### src/rtl/barrier_pkg.sv
package barrier_pkg;
   // width of a barrier ID, never below one bit
   function automatic int id_width(input int n_bar);
      return (n_bar > 1) ? $clog2(n_bar) : 1;
   endfunction

   function automatic bit is_pow2(input int v);
      return (v > 0) && ((v & (v - 1)) == 0);
   endfunction
endpackage

### src/rtl/barrier_slot.sv
// One named barrier: arrival set, phase bit, completion pulse.
module barrier_slot #(
   parameter int N_PROC = 4
) (
   input  logic              clk,
   input  logic              rst_n,
   input  logic [N_PROC-1:0] hit_i,      // arrives addressed here this cycle
   output logic [N_PROC-1:0] nxt_o,      // arrival set including this cycle
   output logic [N_PROC-1:0] dup_o,      // repeated arrivals, dropped
   output logic              done_now_o, // completes at the coming edge
   output logic              phase_o,
   output logic              bcast_o
);
   logic [N_PROC-1:0] arr_q;
   logic              phase_q;
   logic              bcast_q;

   always_comb begin
      dup_o      = hit_i & arr_q;
      nxt_o      = arr_q | hit_i;
      done_now_o = &nxt_o;
   end

   always_ff @(posedge clk) begin
      if (!rst_n) begin
         arr_q   <= '0;
         phase_q <= 1'b0;
         bcast_q <= 1'b0;
      end else begin
         arr_q   <= done_now_o ? '0 : nxt_o;
         phase_q <= phase_q ^ done_now_o;
         bcast_q <= done_now_o;
      end
   end

   assign phase_o = phase_q;
   assign bcast_o = bcast_q;
endmodule

### src/rtl/wait_track.sv
// Per-processor wait handling: immediate release or hold until completion.
module wait_track #(
   parameter int N_BAR = 4,
   parameter int ID_W  = 2
) (
   input  logic             clk,
   input  logic             rst_n,
   input  logic             wt_vld_i,
   input  logic [ID_W-1:0]  wt_id_i,
   input  logic [N_BAR-1:0] done_now_i,  // per barrier: completes at edge
   input  logic [N_BAR-1:0] mine_i,      // per barrier: own arrival outstanding
   output logic             release_o,
   output logic             stall_o
);
   logic            pend_q;
   logic [ID_W-1:0] pid_q;
   logic            rel_q;
   logic            rel_d, pend_d;
   logic [ID_W-1:0] pid_d;

   always_comb begin
      rel_d  = 1'b0;
      pend_d = pend_q;
      pid_d  = pid_q;
      if (pend_q) begin
         // held: new waits are ignored until this one is released
         if (done_now_i[pid_q]) begin
            rel_d  = 1'b1;
            pend_d = 1'b0;
         end
      end else if (wt_vld_i) begin
         if (done_now_i[wt_id_i] || !mine_i[wt_id_i]) begin
            rel_d = 1'b1;
         end else begin
            pend_d = 1'b1;
            pid_d  = wt_id_i;
         end
      end
   end

   always_ff @(posedge clk) begin
      if (!rst_n) begin
         pend_q <= 1'b0;
         pid_q  <= '0;
         rel_q  <= 1'b0;
      end else begin
         pend_q <= pend_d;
         pid_q  <= pid_d;
         rel_q  <= rel_d;
      end
   end

   assign release_o = rel_q;
   assign stall_o   = pend_q;
endmodule

### src/rtl/split_barrier.sv
module split_barrier
   import barrier_pkg::*;
#(
   parameter int  N_PROC = 4,
   parameter int  N_BAR  = 4,
   localparam int ID_W   = id_width(N_BAR)
) (
   input  logic                   clk,
   input  logic                   rst_n,
   input  logic [N_PROC-1:0]      arr_vld_i,
   input  logic [N_PROC*ID_W-1:0] arr_id_i,
   input  logic [N_PROC-1:0]      wt_vld_i,
   input  logic [N_PROC*ID_W-1:0] wt_id_i,
   output logic [N_PROC-1:0]      release_o,
   output logic [N_PROC-1:0]      stall_o,
   output logic [N_BAR-1:0]       bcast_o,
   output logic [N_BAR-1:0]       phase_o,
   output logic [N_PROC-1:0]      err_o
);
   // elaboration-time parameter checks
   if (N_PROC < 2) begin : g_bad_proc
      $error("split_barrier: N_PROC must be at least 2");
   end
   if (N_BAR < 2 || !is_pow2(N_BAR)) begin : g_bad_bar
      $error("split_barrier: N_BAR must be a power of two, at least 2");
   end

   logic [N_PROC-1:0] hit_w  [N_BAR];
   logic [N_PROC-1:0] nxt_w  [N_BAR];
   logic [N_PROC-1:0] dup_w  [N_BAR];
   logic [N_BAR-1:0]  done_now_w;
   logic [N_BAR-1:0]  mine_w [N_PROC];
   logic [N_PROC-1:0] dup_any;
   logic [N_PROC-1:0] err_q;

   // decode arrivals per barrier and instantiate one slot each
   for (genvar b = 0; b < N_BAR; b++) begin : g_slot
      for (genvar p = 0; p < N_PROC; p++) begin : g_hit
         assign hit_w[b][p] = arr_vld_i[p] && (arr_id_i[p*ID_W +: ID_W] == ID_W'(b));
      end
      barrier_slot #(.N_PROC(N_PROC)) u_slot (
         .clk        (clk),
         .rst_n      (rst_n),
         .hit_i      (hit_w[b]),
         .nxt_o      (nxt_w[b]),
         .dup_o      (dup_w[b]),
         .done_now_o (done_now_w[b]),
         .phase_o    (phase_o[b]),
         .bcast_o    (bcast_o[b])
      );
   end

   // transpose the arrival sets into per-processor views
   always_comb begin
      for (int p = 0; p < N_PROC; p++) begin
         for (int b = 0; b < N_BAR; b++) begin
            mine_w[p][b] = nxt_w[b][p];
         end
      end
   end

   always_comb begin
      dup_any = '0;
      for (int b = 0; b < N_BAR; b++) dup_any = dup_any | dup_w[b];
   end

   for (genvar p = 0; p < N_PROC; p++) begin : g_wait
      wait_track #(.N_BAR(N_BAR), .ID_W(ID_W)) u_wait (
         .clk        (clk),
         .rst_n      (rst_n),
         .wt_vld_i   (wt_vld_i[p]),
         .wt_id_i    (wt_id_i[p*ID_W +: ID_W]),
         .done_now_i (done_now_w),
         .mine_i     (mine_w[p]),
         .release_o  (release_o[p]),
         .stall_o    (stall_o[p])
      );
   end

   always_ff @(posedge clk) begin
      if (!rst_n) err_q <= '0;
      else        err_q <= err_q | dup_any;
   end

   assign err_o = err_q;
endmodule

### config.mk
export PLATFORM = sky130hd
export DESIGN_NAME = split_barrier
export DESIGN_NICKNAME = d
export VERILOG_FILES = /design/src/rtl/barrier_pkg.sv /design/src/rtl/barrier_slot.sv /design/src/rtl/wait_track.sv /design/src/rtl/split_barrier.sv
export SDC_FILE = /design/constraint.sdc
export NUM_CORES = 1
export LEC_CHECK = 0
export ABC_AREA = 1
export BUFFER_PORTS_ARGS = -buffer_cell sky130_fd_sc_hd__buf_2
export CAP_MARGIN = 20
export CELL_PAD_IN_SITES_DETAIL_PLACEMENT = 1
export CELL_PAD_IN_SITES_GLOBAL_PLACEMENT = 2
export CORE_UTILIZATION = 28
export DETAILED_ROUTE_END_ITERATION = 6
export GPL_TIMING_DRIVEN = 0
export PLACE_DENSITY_LB_ADDON = 0.1
export SYNTH_ARGS = -nofsm -noshare
export SYNTH_HDL_FRONTEND = slang
export SYNTH_SLANG_ARGS = --single-unit
### constraint.sdc
create_clock -name clk -period 1.08 [get_ports clk]
set_input_delay 0.054 -clock clk [delete_from_list [all_inputs] [get_ports clk]]
set_output_delay 0.054 -clock clk [all_outputs]
set_load 0.05 [all_outputs]
======== Yosys cells after proc, flatten, opt, wreduce, memory -nomap -nowiden ========
Cells that the tools add are included.
Widths: inputs -> output; s select.
storage, ports and cells
  register bits ........................... 44
  input bits .............................. 26
  output and inout port bits .............. 20
  word-level logic and storage cells ...... 166
cells by class
  order comparisons ....................... 8
  equal/unequal tests ..................... 12
  muxes and demuxes ....................... 56
  bitwise logic cells ..................... 25
  reductions and logical operators ........ 40
operators by type and width
  kind                count
  $mux 1              44
  $or 4x4->4          8
  $bmux 1 s2          12
  $lt 2x3->1 const B  8
  $and 4x4->4         4
  $eq 2x2->1 const B  8
  $logic_and 1x1->1   16
  $reduce_and 4->1    4
  $reduce_and 3->1    4
  $not 1->1           9
  $eq 2x1->1 const B  4
  $logic_not 2->1     4
  $reduce_or 2->1     4
  $logic_not 1->1     4
  $logic_or 1x1->1    4
  $xor 1x1->1         4

======== Logic depth before layout (Yosys ltp) ========
  depth in word-level cells ............... 10
  mapped depth ............................ 12
  depth with buffers taken out ............ 12

======== By module ========
Synthesis repeated with hierarchy kept, for this count alone.
second synthesis, totals
  cell total of the unflattened synthesis .. 372
  area total of the unflattened synthesis .. 2,427.3 µm²
by module, submodules not included
  module         instances  cells each  area an instance (µm²)  sequential area each (µm²)
  wait_track     4          42          264.0                   80.1
  barrier_slot   4          37          255.2                   120.1
  split_barrier  1          56          350.3                   80.1

======== Least setup slack after synthesis ========
Ideal clock, no wire load.
  path kind ............................... flip-flop to flip-flop
  start point ............................. register g_slot[3].u_slot.arr_q[3]
  end point ............................... register g_wait[2].u_wait.pid_q[0]
  setup time .............................. 0.114 ns
  arrival ................................. 1.039 ns
  data required time ...................... 0.966 ns
  path slack .............................. -0.073 ns
  cell stages (with the launch flop) ...... 11
  buffers on the path ..................... 0
  clock period less this slack ............ 1.153 ns
  path through ............................ dfxtp_1 > inv_1 > nand2_2 > nand2_2 > clkinv_2 > nand2_4 > nand2_1 > nand3_2 > nand3_2 > nor2_1 > nor2_2
on the way
  cells in the longest elaborated chain, start to end .. 7
RTL lines
  element                            line                source
  from (decl)                        barrier_slot.sv:14  logic [N_PROC-1:0] arr_q;
  from (signal assigned)             barrier_slot.sv:30  arr_q <= done_now_o ? '0 : nxt_o;
  $or 4x4->4                         barrier_slot.sv:20  nxt_o = arr_q | hit_i;
  $reduce_and 4->1                   barrier_slot.sv:21  done_now_o = &nxt_o;
  $bmux 1 s2                         wait_track.sv:32    if (done_now_i[wt_id_i] || !mine_i[wt_id_i]) begin
  $mux 1 (not written as such)       wait_track.sv:32
  $logic_or 1x1->1                   wait_track.sv:32
  $not 1->1 (no source line)         -
  $reduce_and 3->1 (no source line)  -
  to (signal assigned)               wait_track.sv:48    pid_q <= pid_d;
  to (decl)                          wait_track.sv:16    logic [ID_W-1:0] pid_q;
Every way passes these cells. The select of a mux whose other input is x is not followed.
A chain may end at the register's enable or synchronous reset.

======== Final worst setup path ========
  start point ............................. register g_slot[1].u_slot.arr_q[3]
  end point ............................... register g_wait[0].u_wait.pend_q
on the way
  cells in the longest elaborated chain, start to end .. 8
  elaborated cells on any way between the ends .. 11
  those cells by class .................... mux (8); bitwise (1); reduce/logical (2)
RTL lines
  element                       line                source
  from (decl)                   barrier_slot.sv:14
  from (signal assigned)        barrier_slot.sv:30
  $or 4x4->4 (*)                barrier_slot.sv:20
  $reduce_and 4->1 (*)          barrier_slot.sv:21
  $bmux 1 s2                    wait_track.sv:32
  $mux 1 (not written as such)  wait_track.sv:32
  $logic_or 1x1->1              wait_track.sv:32
  $mux 1                        wait_track.sv:32
  $mux 1                        wait_track.sv:31    end else if (wt_vld_i) begin
  $mux 1 (*)                    wait_track.sv:25    if (pend_q) begin
  to (signal assigned)          wait_track.sv:47    pend_q <= pend_d;
  to (decl)                     wait_track.sv:15    logic pend_q;
Mark *: on every way between the ends. The rest lies on a longest branch, timed or not. The select of a mux whose other input is x is not followed.

==> flow_summary.ini <==
[run_status]
status = complete, but fails checks
violations = negative setup slack

[floorplan]
dieArea_um2 = 9410
die_h_um = 97.0
fp.dieW_um = 97.0
io_pins = 46
initial_core_util_pct = 29.0
rows = 34
core_um2 = 8720

[pwr]
p_sw_share_pct = 33.6
p_int_mw = 2.89
p_switching_mw = 1.46
pwr-share-comb_pct = 28.6
power_density_nw_per_um2 = 1170
p_leak_nw = 1.68
seqPwrFrac_pct = 42.0
p_clk_share_pct = 29.5
irDropWorstVdd_uv = 708

[logic_synthesis]
synth.ff_latch_count = 44
synth_cells = 358
ys_types = 22
syn_nets = 384
ys_seq_area_share_pct = 34.8
synth_simple_gate_area_share_pct = 41.6
synth_warnings = 0
netlist_area_um2 = 2530
synth_area_per_cell_um2 = 7.06
synth_xor_area_share_pct = 0
synth_top_family_by_area = simple AND/OR/NAND/NOR gates
synthMuxAreaShare_pct = 0
synthAdderAreaFrac_pct = 0
synth-compound-area-share_pct = 8.71

[timing]
rsz0062_at_grt = true
hold-worst-slack_ns = 0.0347
fin_tns_setup_ns = -3.97
worst_slack_ns = -0.196
slew_headroom_pct = 68.4
setup_viol = 33
finalHoldViolations = 0
clock.fmax_mhz = 783
fin_skew_ns = 0.00837
finalMaxSlewViolations = 0
tightest_slew_ns = 0.474
min_period_over_period_pct = 118
period_needed_ns = 1.28

[clock_tree]
cts_buffer_depth = 2
cts_num_sinks = 44
htree_levels = 2
cts-root-buf = clkbuf_8
clkSlewWorstSetupHoldPaths_ns = 0.09
clock_latency_ns = 0.30
cts_buffers = 5
tritoncts = built

[min_path]
worstHoldPathType = in2reg

[job]
maxCapViolations = 0

[critical_path]
crit_path_start_kind = flip-flop
crit_type = reg2reg
rr_worst_depth = 9
crit_required_ns = 1.25
worstPathArrival_ns = 1.45
end_kind = flip-flop
crit_top_cell = nand2_1
path_depth = 9
worst-path-max-fanout = 5
crit_slowest_cell = dfxtp_2
reg2reg_to = g_wait[0].u_wait.stall_o$_SDFF_PN0_
critPathMaxStageDelay_ns = 0.35
r2r_start = g_slot[1].u_slot.arr_q[3]$_SDFF_PP0_
crit_end = g_wait[0].u_wait.stall_o$_SDFF_PN0_
critical_path_buf_inv_count = 1
cp-startpoint = g_slot[1].u_slot.arr_q[3]$_SDFF_PP0_
path_cells = inv_2, nand2_4, nand2_8, nor2_4, nand2_1, nand3_2, nand2_1, nand2_1, a21oi_2
crit_family = simple AND/OR/NAND/NOR gates
reg2reg_slack_ns = -0.20

[global_routing]
grt_pass1_wl_um = 11900
antenna_found_initial = 0
busiest_layer = met2
grt_max_degree = 14
met2_usage_pct = 29.0
gr-usage-all-layers_pct = 16.1
grt_util_met3_pct = 2.53
grt.met1_usage_pct = 19.9
first_global_vias = 2439
overflow = 0

[layout]
area_delta_synth_final_pct = 46.6
multi_input_area_um2 = 1780
layout.area.seq_um2 = 906
final_nets = 454
diodes = 0
drive_gt1_share_pct = 62.2
fill_cells = 1075

[placement]
routabilityCongestion = 0.790
hpwl_um = 5540
port_buffers = 45

[routing]
totalWireLength_um = 7180
drtAntennaViolNets = 0
drcViolationCount = 0
first_pass_iters = 4
drt-wirelength-per-cell_um = 13.4
avgViaCountPerCell = 4.47
num_vias = 2399
drt_iter0_drc = 22
-- kinds of logic after synthesis --
| kind of cell | Yosys count |
|---|---|
| simple gates | 194 |
| flops | 44 |
| buf+inv | 83 |
| compound gates | 37 |
-- layer usage --
metal	vias up	part of all wire (%)	routed length [um]
met5	-	0	0
met4	0	0.95	68
met3	7	2.3	165
met2	29	51	3680
met1	1122	46	3270
li1	1241	-	-
-- power groups by stage --
| stage | combinational [mW] | clock (mW) | sequential [mW] |
|---|---|---|---|
| 2_1_floorplan | 0.713 | 0 | 1.85 |
| 3_3_place_gp | 0.968 | 0 | 1.83 |
| 3_5_place_dp | 0.984 | 0 | 1.84 |
| 4_1_cts | 1.13 | 1.34 | 1.81 |
| 5_1_grt | 1.35 | 1.39 | 1.84 |
| 6_report | 1.24 | 1.28 | 1.83 |
-- worst min-delay path, stage by stage --
cell    delay, ns
buf_2        0.14
nor2_2       0.05
nor2_2       0.06
-- layout by cell type, fill, tap and decap left out --
cell type and instances:
inv_1 43, buf_4 41, a21oi_1 12, clkinv_2 1
o21ai_4 1, inv_2 17, nand2_1 34, dfxtp_2 20
nand4_1 5, nand2_2 22, o21ai_2 7, nand3_2 18
o22ai_2 1, o22ai_1 3, nor2_1 29, nand3_4 13
nand3_1 8, buf_6 1, nor3_2 1, a21oi_2 13
dfxtp_1 24, nand2_4 27, clkbuf_1 1, nor4_1 3
nor2_4 9, clkbuf_2 1, nor2_2 21, nand2_8 4
inv_4 4, bufinv_16 1, clkinv_4 1, clkbuf_8 5
clkbuf_4 1, buf_2 37
-- cells in the mapped netlist --
library cell / count / share of area (%)
inv_1: 61 / 9.1
nand3_1: 13 / 2.6
dfxtp_1: 44 / 35
a21oi_2: 4 / 1.4
o21ai_2: 4 / 1.4
nand2_2: 17 / 4.2
nand2_4: 5 / 2.2
nor4_1: 3 / 0.74
nand4_1: 5 / 1.2
o22ai_1: 4 / 0.99
inv_2: 3 / 0.45
buf_4: 17 / 5.0
a21oi_1: 21 / 4.2
clkbuf_1: 1 / 0.15
nor2_4: 2 / 0.89
nor2_1: 46 / 6.8
o21ai_1: 4 / 0.79
clkinv_2: 1 / 0.20
nand2_1: 65 / 9.6
nor3_1: 1 / 0.20
nand3_2: 26 / 10
nor2_2: 11 / 2.7
-- worst min-delay path by stage --
stage / startpoint / to / depth (start not counted) / slack (ns)
after floorplan: wt_id_i[0] / g_wait[0].u_wait.pid_q[0]$_SDFFE_PN0P_ / 2 / 0.16
after global placement: wt_id_i[4] / g_wait[2].u_wait.pid_q[0]$_SDFFE_PN0P_ / 3 / 0.33
after detailed placement: wt_id_i[4] / g_wait[2].u_wait.pid_q[0]$_SDFFE_PN0P_ / 3 / 0.33
after CTS: wt_id_i[4] / g_wait[2].u_wait.pid_q[0]$_SDFFE_PN0P_ / 3 / 0.01
after global routing: wt_id_i[4] / g_wait[2].u_wait.pid_q[0]$_SDFFE_PN0P_ / 3 / 0.04
final: wt_id_i[4] / g_wait[2].u_wait.pid_q[0]$_SDFFE_PN0P_ / 3 / 0.03
-- registers in the layout, indices dropped and copies added (netlist names) --
register and cells:
g_wait.u_wait.pid_q 8, err_o 4, g_slot.u_slot.arr_q 16, g_wait.u_wait.stall_o 4, g_wait.u_wait.release_o 4, g_slot.u_slot.phase_o 4
g_slot.u_slot.bcast_o 4
-- what timing repair did --
action | CTS | global route
endpoints found under the setup margin | 49 | 44
hold buffers | 0 | 0
pin swaps | 49 | 37
gates resized for setup | 85 | 72
setup buffers | 7 | 12
endpoints found under the hold margin | 0 | 0
-- cell type report --
type | count | share of cell area (%)
Clock buffer | 6 | 1.96
Tap cell | 108 | 3.65
Buffer | 18 | 3.58
Multi-Input combinational cell | 231 | 48.1
Clock inverter | 2 | 0.945
Sequential cell | 44 | 24.4
Inverter | 65 | 6.99
Timing Repair Buffer | 63 | 10.4
-- metrics by stage --
stage               setup WS, ns  instances  util, %  area [um^2]  total power, mW
floorplan                -0.0383        358        -         2580             2.56
detailed placement        -0.387        511     33.7         2940             2.82
finish                    -0.196        537     42.5         3710             4.35
CTS                       -0.209        526     38.8         3380             4.28
global placement          -0.359        511     33.7         2940             2.80
global route              -0.273        537     42.5         3710             4.59
(Power assumes the default switching activity.)
